==> src/rtl/wdog_pkg.sv <==
package wdog_pkg;

    localparam logic [7:0]  OFF_CTRL    = 8'h10;
    localparam logic [7:0]  OFF_RESTART = 8'h14;
    localparam logic [7:0]  OFF_UNLOCK  = 8'h18;
    localparam logic [7:0]  OFF_STATUS  = 8'h1C;
    localparam logic [31:0] KEY_UNLOCK  = 32'h0000_5AA5;
    localparam logic [31:0] KEY_RESTART = 32'h0000_CAFE;

    typedef enum logic {
        ST_INT = 1'b0,
        ST_RST = 1'b1
    } stage_e;

    typedef struct packed {
        logic [2:0] rst_idx;
        logic [3:0] int_idx;
        logic       rst_en;
        logic       clk_sel;
        logic       en;
    } ctrl_t;

    // exponent of the interrupt-stage period selected by an index
    function automatic logic [4:0] int_exp(input logic [3:0] idx);
        logic [4:0] e;
        if (idx == 4'd0)      e = 5'd6;
        else if (idx == 4'd1) e = 5'd8;
        else if (idx < 4'd8)  e = 5'({1'b0, idx}) + 5'd8;
        else                  e = {idx, 1'b1};
        return e;
    endfunction

    // exponent of the reset-stage period selected by an index
    function automatic logic [4:0] rst_exp(input logic [2:0] idx);
        return 5'({2'b00, idx}) + 5'd7;
    endfunction

endpackage

==> src/rtl/wdog_tick_gen.sv <==
module wdog_tick_gen #(
    parameter int SYNC_STAGES = 2
) (
    input  logic clk,
    input  logic rst_n,
    input  logic clk_sel,
    input  logic ext_clk,
    output logic tick
);
    localparam int SW = SYNC_STAGES + 1;

    typedef struct packed {
        logic [SW-1:0] shreg;
    } sync_t;

    sync_t sync_q, sync_d;
    logic  ext_rise;

    always_comb begin
        sync_d       = sync_q;
        sync_d.shreg = {sync_q.shreg[SW-2:0], ext_clk};
        ext_rise     = sync_q.shreg[SW-2] & ~sync_q.shreg[SW-1];
        tick         = clk_sel ? 1'b1 : ext_rise;
    end

    always_ff @(posedge clk or negedge rst_n) begin
        if (!rst_n) sync_q <= '0;
        else        sync_q <= sync_d;
    end

    // ext-sourced ticks come from single edges, never back to back
    p_ext_sparse_r10: assert property (@(posedge clk) disable iff (!rst_n)
        (!clk_sel && ext_rise) |=> !ext_rise);

endmodule

==> src/rtl/wdog_timer.sv <==
module wdog_timer
    import wdog_pkg::*;
#(
    parameter int CNT_W = 32
) (
    input  logic       clk,
    input  logic       rst_n,
    input  logic       tick,
    input  logic       en,
    input  logic       restart,
    input  logic       rst_en,
    input  logic [3:0] int_idx,
    input  logic [2:0] rst_idx,
    output logic       int_expire,
    output logic       rst_pulse
);
    localparam logic [CNT_W-1:0] ONES = '1;

    typedef struct packed {
        logic [CNT_W-1:0] cnt;
        stage_e           stage;
        logic             pulse;
    } tstate_t;

    tstate_t          q, d;
    logic [4:0]       cur_exp;
    logic [5:0]       shamt;
    logic [CNT_W-1:0] limit;

    always_comb begin
        cur_exp    = (q.stage == ST_INT) ? int_exp(int_idx) : rst_exp(rst_idx);
        shamt      = 6'(CNT_W) - {1'b0, cur_exp};
        limit      = ONES >> shamt;
        d          = q;
        d.pulse    = 1'b0;
        int_expire = 1'b0;
        if (!en || restart) begin
            d.cnt   = '0;
            d.stage = ST_INT;
        end else if (tick) begin
            if (q.cnt == limit) begin
                d.cnt = '0;
                if (q.stage == ST_INT) begin
                    int_expire = 1'b1;
                    d.stage    = ST_RST;
                end else begin
                    d.stage = ST_INT;
                    d.pulse = rst_en;
                end
            end else begin
                d.cnt = q.cnt + 1'b1;
            end
        end
    end

    always_ff @(posedge clk or negedge rst_n) begin
        if (!rst_n) q <= '0;
        else        q <= d;
    end

    assign rst_pulse = q.pulse;

    p_idle_hold_r11: assert property (@(posedge clk) disable iff (!rst_n)
        !en |=> (q.cnt == '0 && q.stage == ST_INT));
    p_pulse_single_r8: assert property (@(posedge clk) disable iff (!rst_n)
        q.pulse |=> !q.pulse);
    p_pulse_gated_r8: assert property (@(posedge clk) disable iff (!rst_n)
        q.pulse |-> $past(rst_en));
    p_restart_clears_r9: assert property (@(posedge clk) disable iff (!rst_n)
        (restart && en) |=> (q.cnt == '0 && q.stage == ST_INT));

endmodule

==> src/rtl/wdog_regs.sv <==
module wdog_regs
    import wdog_pkg::*;
#(
    parameter int ADDR_W = 8,
    parameter int INT_W  = 4
) (
    input  logic              clk,
    input  logic              rst_n,
    input  logic              psel,
    input  logic              penable,
    input  logic              pwrite,
    input  logic [ADDR_W-1:0] paddr,
    input  logic [31:0]       pwdata,
    input  logic              int_expire,
    output logic [31:0]       prdata,
    output ctrl_t             ctrl,
    output logic              restart,
    output logic              int_flag
);
    localparam logic [3:0] INT_MASK = 4'((1 << INT_W) - 1);

    typedef struct packed {
        ctrl_t ctrl;
        logic  unlock;
        logic  flag;
    } rstate_t;

    rstate_t q, d;
    logic    wr;
    logic    hit_ctrl, hit_restart, hit_unlock, hit_status;

    always_comb begin
        wr          = psel & penable & pwrite;
        hit_ctrl    = (paddr == ADDR_W'(OFF_CTRL));
        hit_restart = (paddr == ADDR_W'(OFF_RESTART));
        hit_unlock  = (paddr == ADDR_W'(OFF_UNLOCK));
        hit_status  = (paddr == ADDR_W'(OFF_STATUS));
        d           = q;
        restart     = wr & hit_restart & q.unlock & (pwdata == KEY_RESTART);
        if (wr) begin
            d.unlock = hit_unlock & (pwdata == KEY_UNLOCK);
            if (hit_ctrl && q.unlock) begin
                d.ctrl.en      = pwdata[0];
                d.ctrl.clk_sel = pwdata[1];
                d.ctrl.rst_en  = pwdata[3];
                d.ctrl.int_idx = pwdata[7:4] & INT_MASK;
                d.ctrl.rst_idx = pwdata[10:8];
            end
            if (hit_status && pwdata[1]) d.flag = 1'b0;
        end
        if (int_expire) d.flag = 1'b1;
    end

    always_ff @(posedge clk or negedge rst_n) begin
        if (!rst_n) q <= '0;
        else        q <= d;
    end

    always_comb begin
        prdata = '0;
        if (hit_ctrl)
            prdata = {21'd0, q.ctrl.rst_idx, q.ctrl.int_idx, q.ctrl.rst_en,
                      1'b0, q.ctrl.clk_sel, q.ctrl.en};
        else if (hit_status)
            prdata = {30'd0, q.flag, 1'b0};
    end

    assign ctrl     = q.ctrl;
    assign int_flag = q.flag;

    p_locked_ctrl_r3: assert property (@(posedge clk) disable iff (!rst_n)
        (wr && hit_ctrl && !q.unlock) |=> $stable(q.ctrl));
    p_unlock_consumed_r3: assert property (@(posedge clk) disable iff (!rst_n)
        (wr && !(hit_unlock && pwdata == KEY_UNLOCK)) |=> !q.unlock);
    p_flag_set_r5: assert property (@(posedge clk) disable iff (!rst_n)
        int_expire |=> q.flag);
    p_int_width_r4: assert property (@(posedge clk) disable iff (!rst_n)
        (q.ctrl.int_idx & ~INT_MASK) == 4'd0);

endmodule

==> src/rtl/wdog_twostage.sv <==
module wdog_twostage
    import wdog_pkg::*;
#(
    parameter int ADDR_W      = 8,
    parameter int INT_W       = 4,
    parameter int SYNC_STAGES = 2
) (
    input  logic              clk,
    input  logic              rst_n,
    input  logic              ext_clk,
    input  logic              psel,
    input  logic              penable,
    input  logic              pwrite,
    input  logic [ADDR_W-1:0] paddr,
    input  logic [31:0]       pwdata,
    output logic [31:0]       prdata,
    output logic              irq,
    output logic              sys_rst
);
    localparam int CNT_W = (INT_W >= 4) ? 32 : 16;

    ctrl_t ctrl;
    logic  restart, int_flag, int_expire, tick;

    wdog_regs #(.ADDR_W(ADDR_W), .INT_W(INT_W)) u_regs (
        .clk(clk), .rst_n(rst_n), .psel(psel), .penable(penable),
        .pwrite(pwrite), .paddr(paddr), .pwdata(pwdata),
        .int_expire(int_expire), .prdata(prdata), .ctrl(ctrl),
        .restart(restart), .int_flag(int_flag)
    );

    wdog_tick_gen #(.SYNC_STAGES(SYNC_STAGES)) u_tick (
        .clk(clk), .rst_n(rst_n), .clk_sel(ctrl.clk_sel),
        .ext_clk(ext_clk), .tick(tick)
    );

    wdog_timer #(.CNT_W(CNT_W)) u_timer (
        .clk(clk), .rst_n(rst_n), .tick(tick), .en(ctrl.en),
        .restart(restart), .rst_en(ctrl.rst_en), .int_idx(ctrl.int_idx),
        .rst_idx(ctrl.rst_idx), .int_expire(int_expire), .rst_pulse(sys_rst)
    );

    assign irq = int_flag & ctrl.en;

    p_reset_follows_enable_r8: assert property (@(posedge clk) disable iff (!rst_n)
        sys_rst |-> $past(ctrl.en));

endmodule

==> config.mk <==
export PLATFORM = sky130hd
export DESIGN_NAME = wdog_twostage
export DESIGN_NICKNAME = d
export VERILOG_FILES = /design/src/rtl/wdog_pkg.sv /design/src/rtl/wdog_tick_gen.sv /design/src/rtl/wdog_timer.sv /design/src/rtl/wdog_regs.sv /design/src/rtl/wdog_twostage.sv
export SDC_FILE = /design/constraint.sdc
export NUM_CORES = 1
export LEC_CHECK = 0
export CAP_MARGIN = 20
export CORE_ASPECT_RATIO = 1.1
export CORE_UTILIZATION = 53
export DETAILED_ROUTE_END_ITERATION = 7
export PLACE_DENSITY_LB_ADDON = 0.12
export SYNTH_ARGS = -nofsm -noshare
export SYNTH_HDL_FRONTEND = slang
export SYNTH_HIERARCHICAL = 1
export SYNTH_SLANG_ARGS = --single-unit
==> constraint.sdc <==
create_clock -name clk -period 5.7 [get_ports clk]
set_input_delay 0.57 -clock clk [delete_from_list [all_inputs] [get_ports clk]]
set_output_delay 0.57 -clock clk [all_outputs]
set_load 0.01 [all_outputs]
### Yosys cells after proc, flatten, opt, wreduce, memory -nomap -nowiden

Cells that the tools add are included.

| cells by class | value |
|---|---|
| $lt $le $gt $ge | 1 |
| bitwise logic cells | 9 |
| shifts and indexed selects | 1 |
| multiplexer cells | 20 |
| reductions and logical operators | 12 |
| add/sub/neg operators | 4 |
| equal/unequal tests | 8 |

Operator list:

| cell | number |
|---|---|
| $mux W34 | 1 |
| $mux W33 | 1 |
| $add A32 B1 Y32 const B | 1 |
| $eq A32 B15 Y1 const B | 1 |
| $eq A32 B16 Y1 const B | 1 |
| $eq A32 B32 Y1 | 1 |
| $eq A8 B5 Y1 const B | 4 |
| $mux W32 | 1 |
| $shr A32 B6 Y32 const A | 1 |
| $mux W5 | 4 |
| $mux W11 | 1 |
| $mux W1 | 10 |
| $and A1 B1 Y1 | 8 |
| $reduce_bool A2 Y1 | 4 |
| $reduce_and A2 Y1 | 3 |
| $sub A6 B5 Y6 const A | 1 |
| $add A4 B4 Y5 const B | 1 |
| $add A3 B3 Y4 const B | 1 |
| $eq A4 B1 Y1 const B | 1 |
| $logic_not A4 Y1 | 1 |
| $lt A4 B4 Y1 const B | 1 |
| $mux W2 | 2 |
| $logic_and A1 B1 Y1 | 2 |
| $logic_not A1 Y1 | 1 |
| 2 further kinds | 2 |

| storage, ports and cells | value |
|---|---|
| register bits after elaboration | 49 |
| logic and storage cells | 66 |
| output and inout bits | 34 |
| bits of input ports | 46 |

### Longest topological paths before layout

| logic depth | value |
|---|---|
| word-level depth | 13 |
| mapped depth | 21 |
| gate-level depth less buffers | 17 |

### Cells and area by module

Netlist, hierarchy kept.

Modules (own cells, without submodules):

| module | sequential area each (um2) | cells each | times used | area each (um2) |
|---|---|---|---|---|
| wdog_timer | 850.8 | 420 | 1 | 3139.3 |
| wdog_regs | 300.3 | 96 | 1 | 940.9 |
| wdog_tick_gen | 75.1 | 5 | 1 | 86.3 |
| wdog_twostage | 0.0 | 1 | 1 | 6.3 |

### Worst setup path after synthesis

No wires, ideal clock.

| timing path | value |
|---|---|
| path type | register to register |
| from | reg u_regs.q, in the netlist u_regs/ctrl[4] |
| to | reg u_timer/q[20] in the netlist's numbering |
| path slack | 1.450 ns |
| buffers on the path | 2 |
| period minus slack after synthesis | 4.250 ns |
| stages on the path, launching flop included | 17 |
| data arrival time | 4.124 ns |
| cell sequence | dfrtp_1 > buf_4 > o311a_1 > nor2_1 > ha_1 > or3b_2 > o22ai_2 > a211oi_2 > nor2_4 > nand2_1 > or4_1 > a2111o_1 > nor4_4 > a21oi_1 > buf_2 > and3_1 > a221o_1 |

| on the way | value |
|---|---|
| word-level cells in the longest chain between the ends | 11 |
| elaborated cells between the ends (all ways) | 14 |
| those cells by class | 2 x add/sub; 1 x order compare; 2 x eq/ne; 1 x shift; 7 x mux; 1 x reduce/logical |

RTL lines:

| what | RTL line | text |
|---|---|---|
| from (decl) | wdog_regs.sv:28 | `rstate_t q, d;` |
| from (signal assigned) | wdog_regs.sv:55 | `if (!rst_n) q <= '0;` |
| from (signal assigned) | wdog_regs.sv:56 | `else q <= d;` |
| $add A4 B4 Y5 / $lt A4 B4 Y1 (equally long branches) | wdog_pkg.sv:28 | `else if (idx < 4'd8) e = 5'({1'b0, idx}) + 5'd8;` |
| $mux W5 | wdog_pkg.sv:28 |  |
| $mux W5 | wdog_pkg.sv:27 | `else if (idx == 4'd1) e = 5'd8;` |
| $mux W5 * | wdog_pkg.sv:26 | `if (idx == 4'd0) e = 5'd6;` |
| $mux W5 * | wdog_timer.sv:31 | `cur_exp = (q.stage == ST_INT) ? int_exp(int_idx) : rst_exp(rst_idx);` |
| $sub A6 B5 Y6 * | wdog_timer.sv:32 | `shamt = 6'(CNT_W) - {1'b0, cur_exp};` |
| $shr A32 B6 Y32 * | wdog_timer.sv:33 | `limit = ONES >> shamt;` |
| $eq A32 B32 Y1 * | wdog_timer.sv:41 | `if (q.cnt == limit) begin` |
| $mux W32 * | wdog_timer.sv:41 |  |
| $mux W34 * | wdog_timer.sv:40 | `end else if (tick) begin` |
| $mux W33 * | wdog_timer.sv:37 | `if (!en \|\| restart) begin` |
| to (signal assigned) | wdog_timer.sv:57 | `if (!rst_n) q <= '0;` |
| to (signal assigned) | wdog_timer.sv:58 | `else q <= d;` |
| to (decl) | wdog_timer.sv:25 | `tstate_t q, d;` |

Mark *: on every way between the ends. The rest lies on a longest branch, timed or not. The select of a mux whose other input is x is not followed.
A chain may end at the register's enable or synchronous reset.

### Worst setup path after layout

| timing path | value |
|---|---|
| from | reg u_timer/q[1] in the netlist's numbering |
| to | reg u_timer/q[30] in the netlist's numbering |

| on the way | value |
|---|---|
| word-level cells in the longest chain between the ends | 7 |

RTL lines:

| what | RTL line |
|---|---|
| $mux W5 | wdog_timer.sv:31 |
| $sub A6 B5 Y6 | wdog_timer.sv:32 |
| $shr A32 B6 Y32 | wdog_timer.sv:33 |
| $eq A32 B32 Y1 | wdog_timer.sv:41 |
| $mux W32 | wdog_timer.sv:41 |
| $mux W34 | wdog_timer.sv:40 |
| $mux W33 | wdog_timer.sv:37 |

No other way between the ends. The select of a mux whose other input is x is not followed.

==> flow_summary.yaml <==
run_status:
  run_status: "completed"
timing:
  fmax_mhz: 194
  final-setup-viol-count: 0
  final_critical_delay_including_setup_and_external_delays_ns: 5.16
  holdWs_ns: 0.220
  unrepaired_setup_endpoints_after_global_routing: "false"
  slew_at_the_pin_with_the_worst_max_slew_slack_ns: 1.04
  fin_skew_ns: 0.00799
  period_share: 0.905
  maxSlewHeadroom: 0.307
  slew_viol_final: 0
  setup_total_negative_slack_ns: 0
  timing.final.ws_setup_ns: 0.542
  final-hold-violation-count: 0
cells_and_area:
  syn_to_final_growth_pct: 13.7
  antennaDiodeCount: 0
  nets: 601
  fraction_of_final_layout_cells_with_drive_strength_greater_than_1: 0.0727
synth:
  synth_simple_gate_area_share: 0.326
  synth.mux.area_fraction: 0.0366
  dominant_combinational_cell_family_by_area_after_synthesis: "simple AND/OR/NAND/NOR gates"
  synthFlopType: "dfrtp_1"
  synth_seq_cells: 49
  synth_enable_flop_cells: 0
  synthArstFlopShare: 1.00
  avgSynthCellArea_um2: 7.99
  synth.top_cells.by_area: "dfrtp_1 (29%), buf_4 (5.9%), nand3_1 (5.6%)"
  synth_xor_area_frac: 0.0147
  synth_compound_area_frac: 0.204
  synthCells: 522
  yosys_warn_count: 6
  yosysUniqueCellTypes: 76
  netlist.top_cell.by_area: "dfrtp_1"
  synth-seq-area-share: 0.294
  netlist_area_mm2: 0.00417
  synth_fa_ha_area_frac: 0.0180
  synth_largest_type_area_fraction: 0.294
clocking:
  cts.hold.buffers_added: 0
  postCtsSetupRepairBufs: 0
  path_clk_slew_ns: 0.09
  cts_tree: "built"
  insertion_delay_ns: 0.31
  clkSinkCount: 49
  number_of_clock_buffers_inserted_by_tritoncts: 5
  cts_max_path_buffers: 2
  htree_levels: 2
  cts_resized: 0
  cts_root_buf: "clkbuf_8"
power_and_ir_drop:
  power_density_mw_per_mm2: 140
  switchingPower_w: 0.000141
  clock_power_share: 0.394
  power.ir.vdd_worst_mv: 0.0796
  cell_int_power_w: 0.000522
  power_frac_seq: 0.526
  comb_power_share: 0.080
  leakage_power_total_nw: 1.93
  power.switching_fraction: 0.212
detailed_routing:
  drcViolationCount: 0
  drt_pass1_iterations: 5
  routed_wirelength_mm: 11.3
  drt_iter0_drc: 401
  vias_after_detailed_routing: 4106
  drt-wirelength-per-cell_um: 17.2
  ant_nets: 0
  route.detailed.vias_per_inst: 6.27
global_route:
  overall_routing_resource_usage: 0.286
  antenna_violations_before_repair: 0
  grt_start_max_net_pins: 50
  grt_pass1_wl_mm: 18.4
  global_route.overflow_total: 0
  first_global_vias: 3672
  global_route.usage.met2: 0.480
  global_route.peak_usage_layer: "met2"
  gr-usage-met3: 0.0511
  use_met1: 0.370
floorplan:
  rows: 33
  design.portCount: 80
  starting_utilization_of_the_core_area: 0.552
  die_h_um: 95.1
  dieArea_mm2: 0.00823
  placeableCoreArea_mm2: 0.00756
  die_x_um: 86.6
placement:
  place_congestion: 0.956
  port_buffers: 57
  place_worst_setup_slack_ns: 0.670
  detailedPlacementHpwl_mm: 8.42
worst_hold_path:
  min_delay_worst_type: "in2async"
job:
  drv.max_cap_violation_count: 0
critical_path:
  critical_path.max_fanout: 24
  worstSetupPathType: "reg2reg"
  worstSetupStartpointType: "flip-flop"
  worst_ep_arrival_ns: 5.35
  worst_ep_required_time_ns: 5.90
  kind_of_capture_point_of_the_worst_setup_path: "flip-flop"
worst max-delay path, cell delays in order (launching register included):
cell and delay (ns):
dfrtp_1 0.58, inv_1 0.16, o311a_1 0.19, nor2_1 0.19, ha_1 0.21, or3b_2 0.46
o22ai_2 0.20, a211oi_2 0.16, or2_1 0.53, or3_1 0.41, a2111oi_0 0.44, o22ai_1 0.21
nor4_2 0.28, a21oi_2 0.26, buf_4 0.28, and3_1 0.18, a221o_1 0.26
synth_stat cells, types with 14 or more instances:
cell      number
a21oi_1       24
and2_1        16
and3_1        15
buf_4         33
clkbuf_1      17
dfrtp_1       49
inv_1         18
nand2_1       48
nand3_1       47
nor2_1        39
nor3_1        14
o21ai_0       19
power by group through the flow:
stage | combinational, W | clock (W) | sequential, W
after floorplan | 0.0000217 | 0 | 0.000356
after global placement | 0.0000510 | 0 | 0.000356
after detailed placement | 0.0000517 | 0 | 0.000356
after CTS | 0.0000517 | 0.000268 | 0.000349
after global routing | 0.0000590 | 0.000284 | 0.000349
final | 0.0000528 | 0.000261 | 0.000349
metal layers:
metal | up-vias | wire, um
met3 | 43 | 831
met4 | 0 | 374
met5 | - | 0
li1 | 1918 | -
met1 | 1936 | 4700
met2 | 209 | 5350
state kept, by name, summed over array words and instances (netlist names):
name	cells
u_regs/ctrl	10
u_tick/sync_q	3
u_regs/q	1
u_timer/rst_pulse	1
u_regs/int_flag	1
u_timer/q	33
worst paths after layout:
path	startpoint	cells past startpoint	endpoint	slack, ns
min	rst_n	1	u_timer/q[25]	0.22
max	u_timer/q[1]	16	u_timer/q[30]	0.54
min in group clk	u_tick/sync_q[0]	0	u_tick/sync_q[1]	0.36
min reg2reg	u_tick/sync_q[0]	0	u_tick/sync_q[1]	0.36
max in group asynchronous	rst_n	2	u_regs/ctrl[2]	4.95
max reg2reg	u_timer/q[1]	16	u_timer/q[30]	0.54
metrics by stage:
stage	cells	util	instance area, um2	power [W]
after floorplan	543	-	4250	0.000377
after global placement	646	0.610	4610	0.000407
after detailed placement	646	0.610	4610	0.000407
after CTS	654	0.625	4720	0.000669
after global routing	655	0.628	4740	0.000692
final	655	0.628	4740	0.000663
cell families after synthesis:
family,Yosys count
XOR/XNOR,7
adder cells (fa/ha/maj),6
other,1
AO/OA/AOI/OAI,117
multiplexers,14
AND/OR/NAND/NOR,247
buffers and inverters,81
flip-flops,49
layout make-up:
class	count	area [um2]
multi-input combinational	413	2590
inverter	19	71.3
clock inverter	1	30.0
tap	105	131
clock buffer	7	86.3
timing repair buffer	61	608
sequential	49	1230
fill	675	2810
layout by cell type, fill, tap and decap left out, drive strengths merged, types with 3 or more instances in the layout:
cell,Yosys,final
nor3,14,14
and3,15,15
and4,3,3
nand2,48,48
o22ai,4,4
or3,5,5
mux2i,4,4
a221o,6,6
o31ai,4,4
nand2b,7,7
conb,1,22
nor2,41,41
a22o,3,3
nor4b,8,8
o311ai,11,11
o21ai,21,21
and2,17,17
nand3b,6,6
a21oi,24,24
dfrtp,49,49
xnor2,4,4
buf,45,5
o31a,3,3
nand3,47,47
clkdlybuf4s50,0,56
nor2b,6,6
inv,19,19
clkbuf,17,7
or4,3,3
xor2,3,3
mux2,10,10
nor4,6,6
nand4,9,9
a211oi,9,9
a21o,5,5
a31oi,6,6
ha,6,6
No activity file was read; power rests on OpenSTA's default activity.
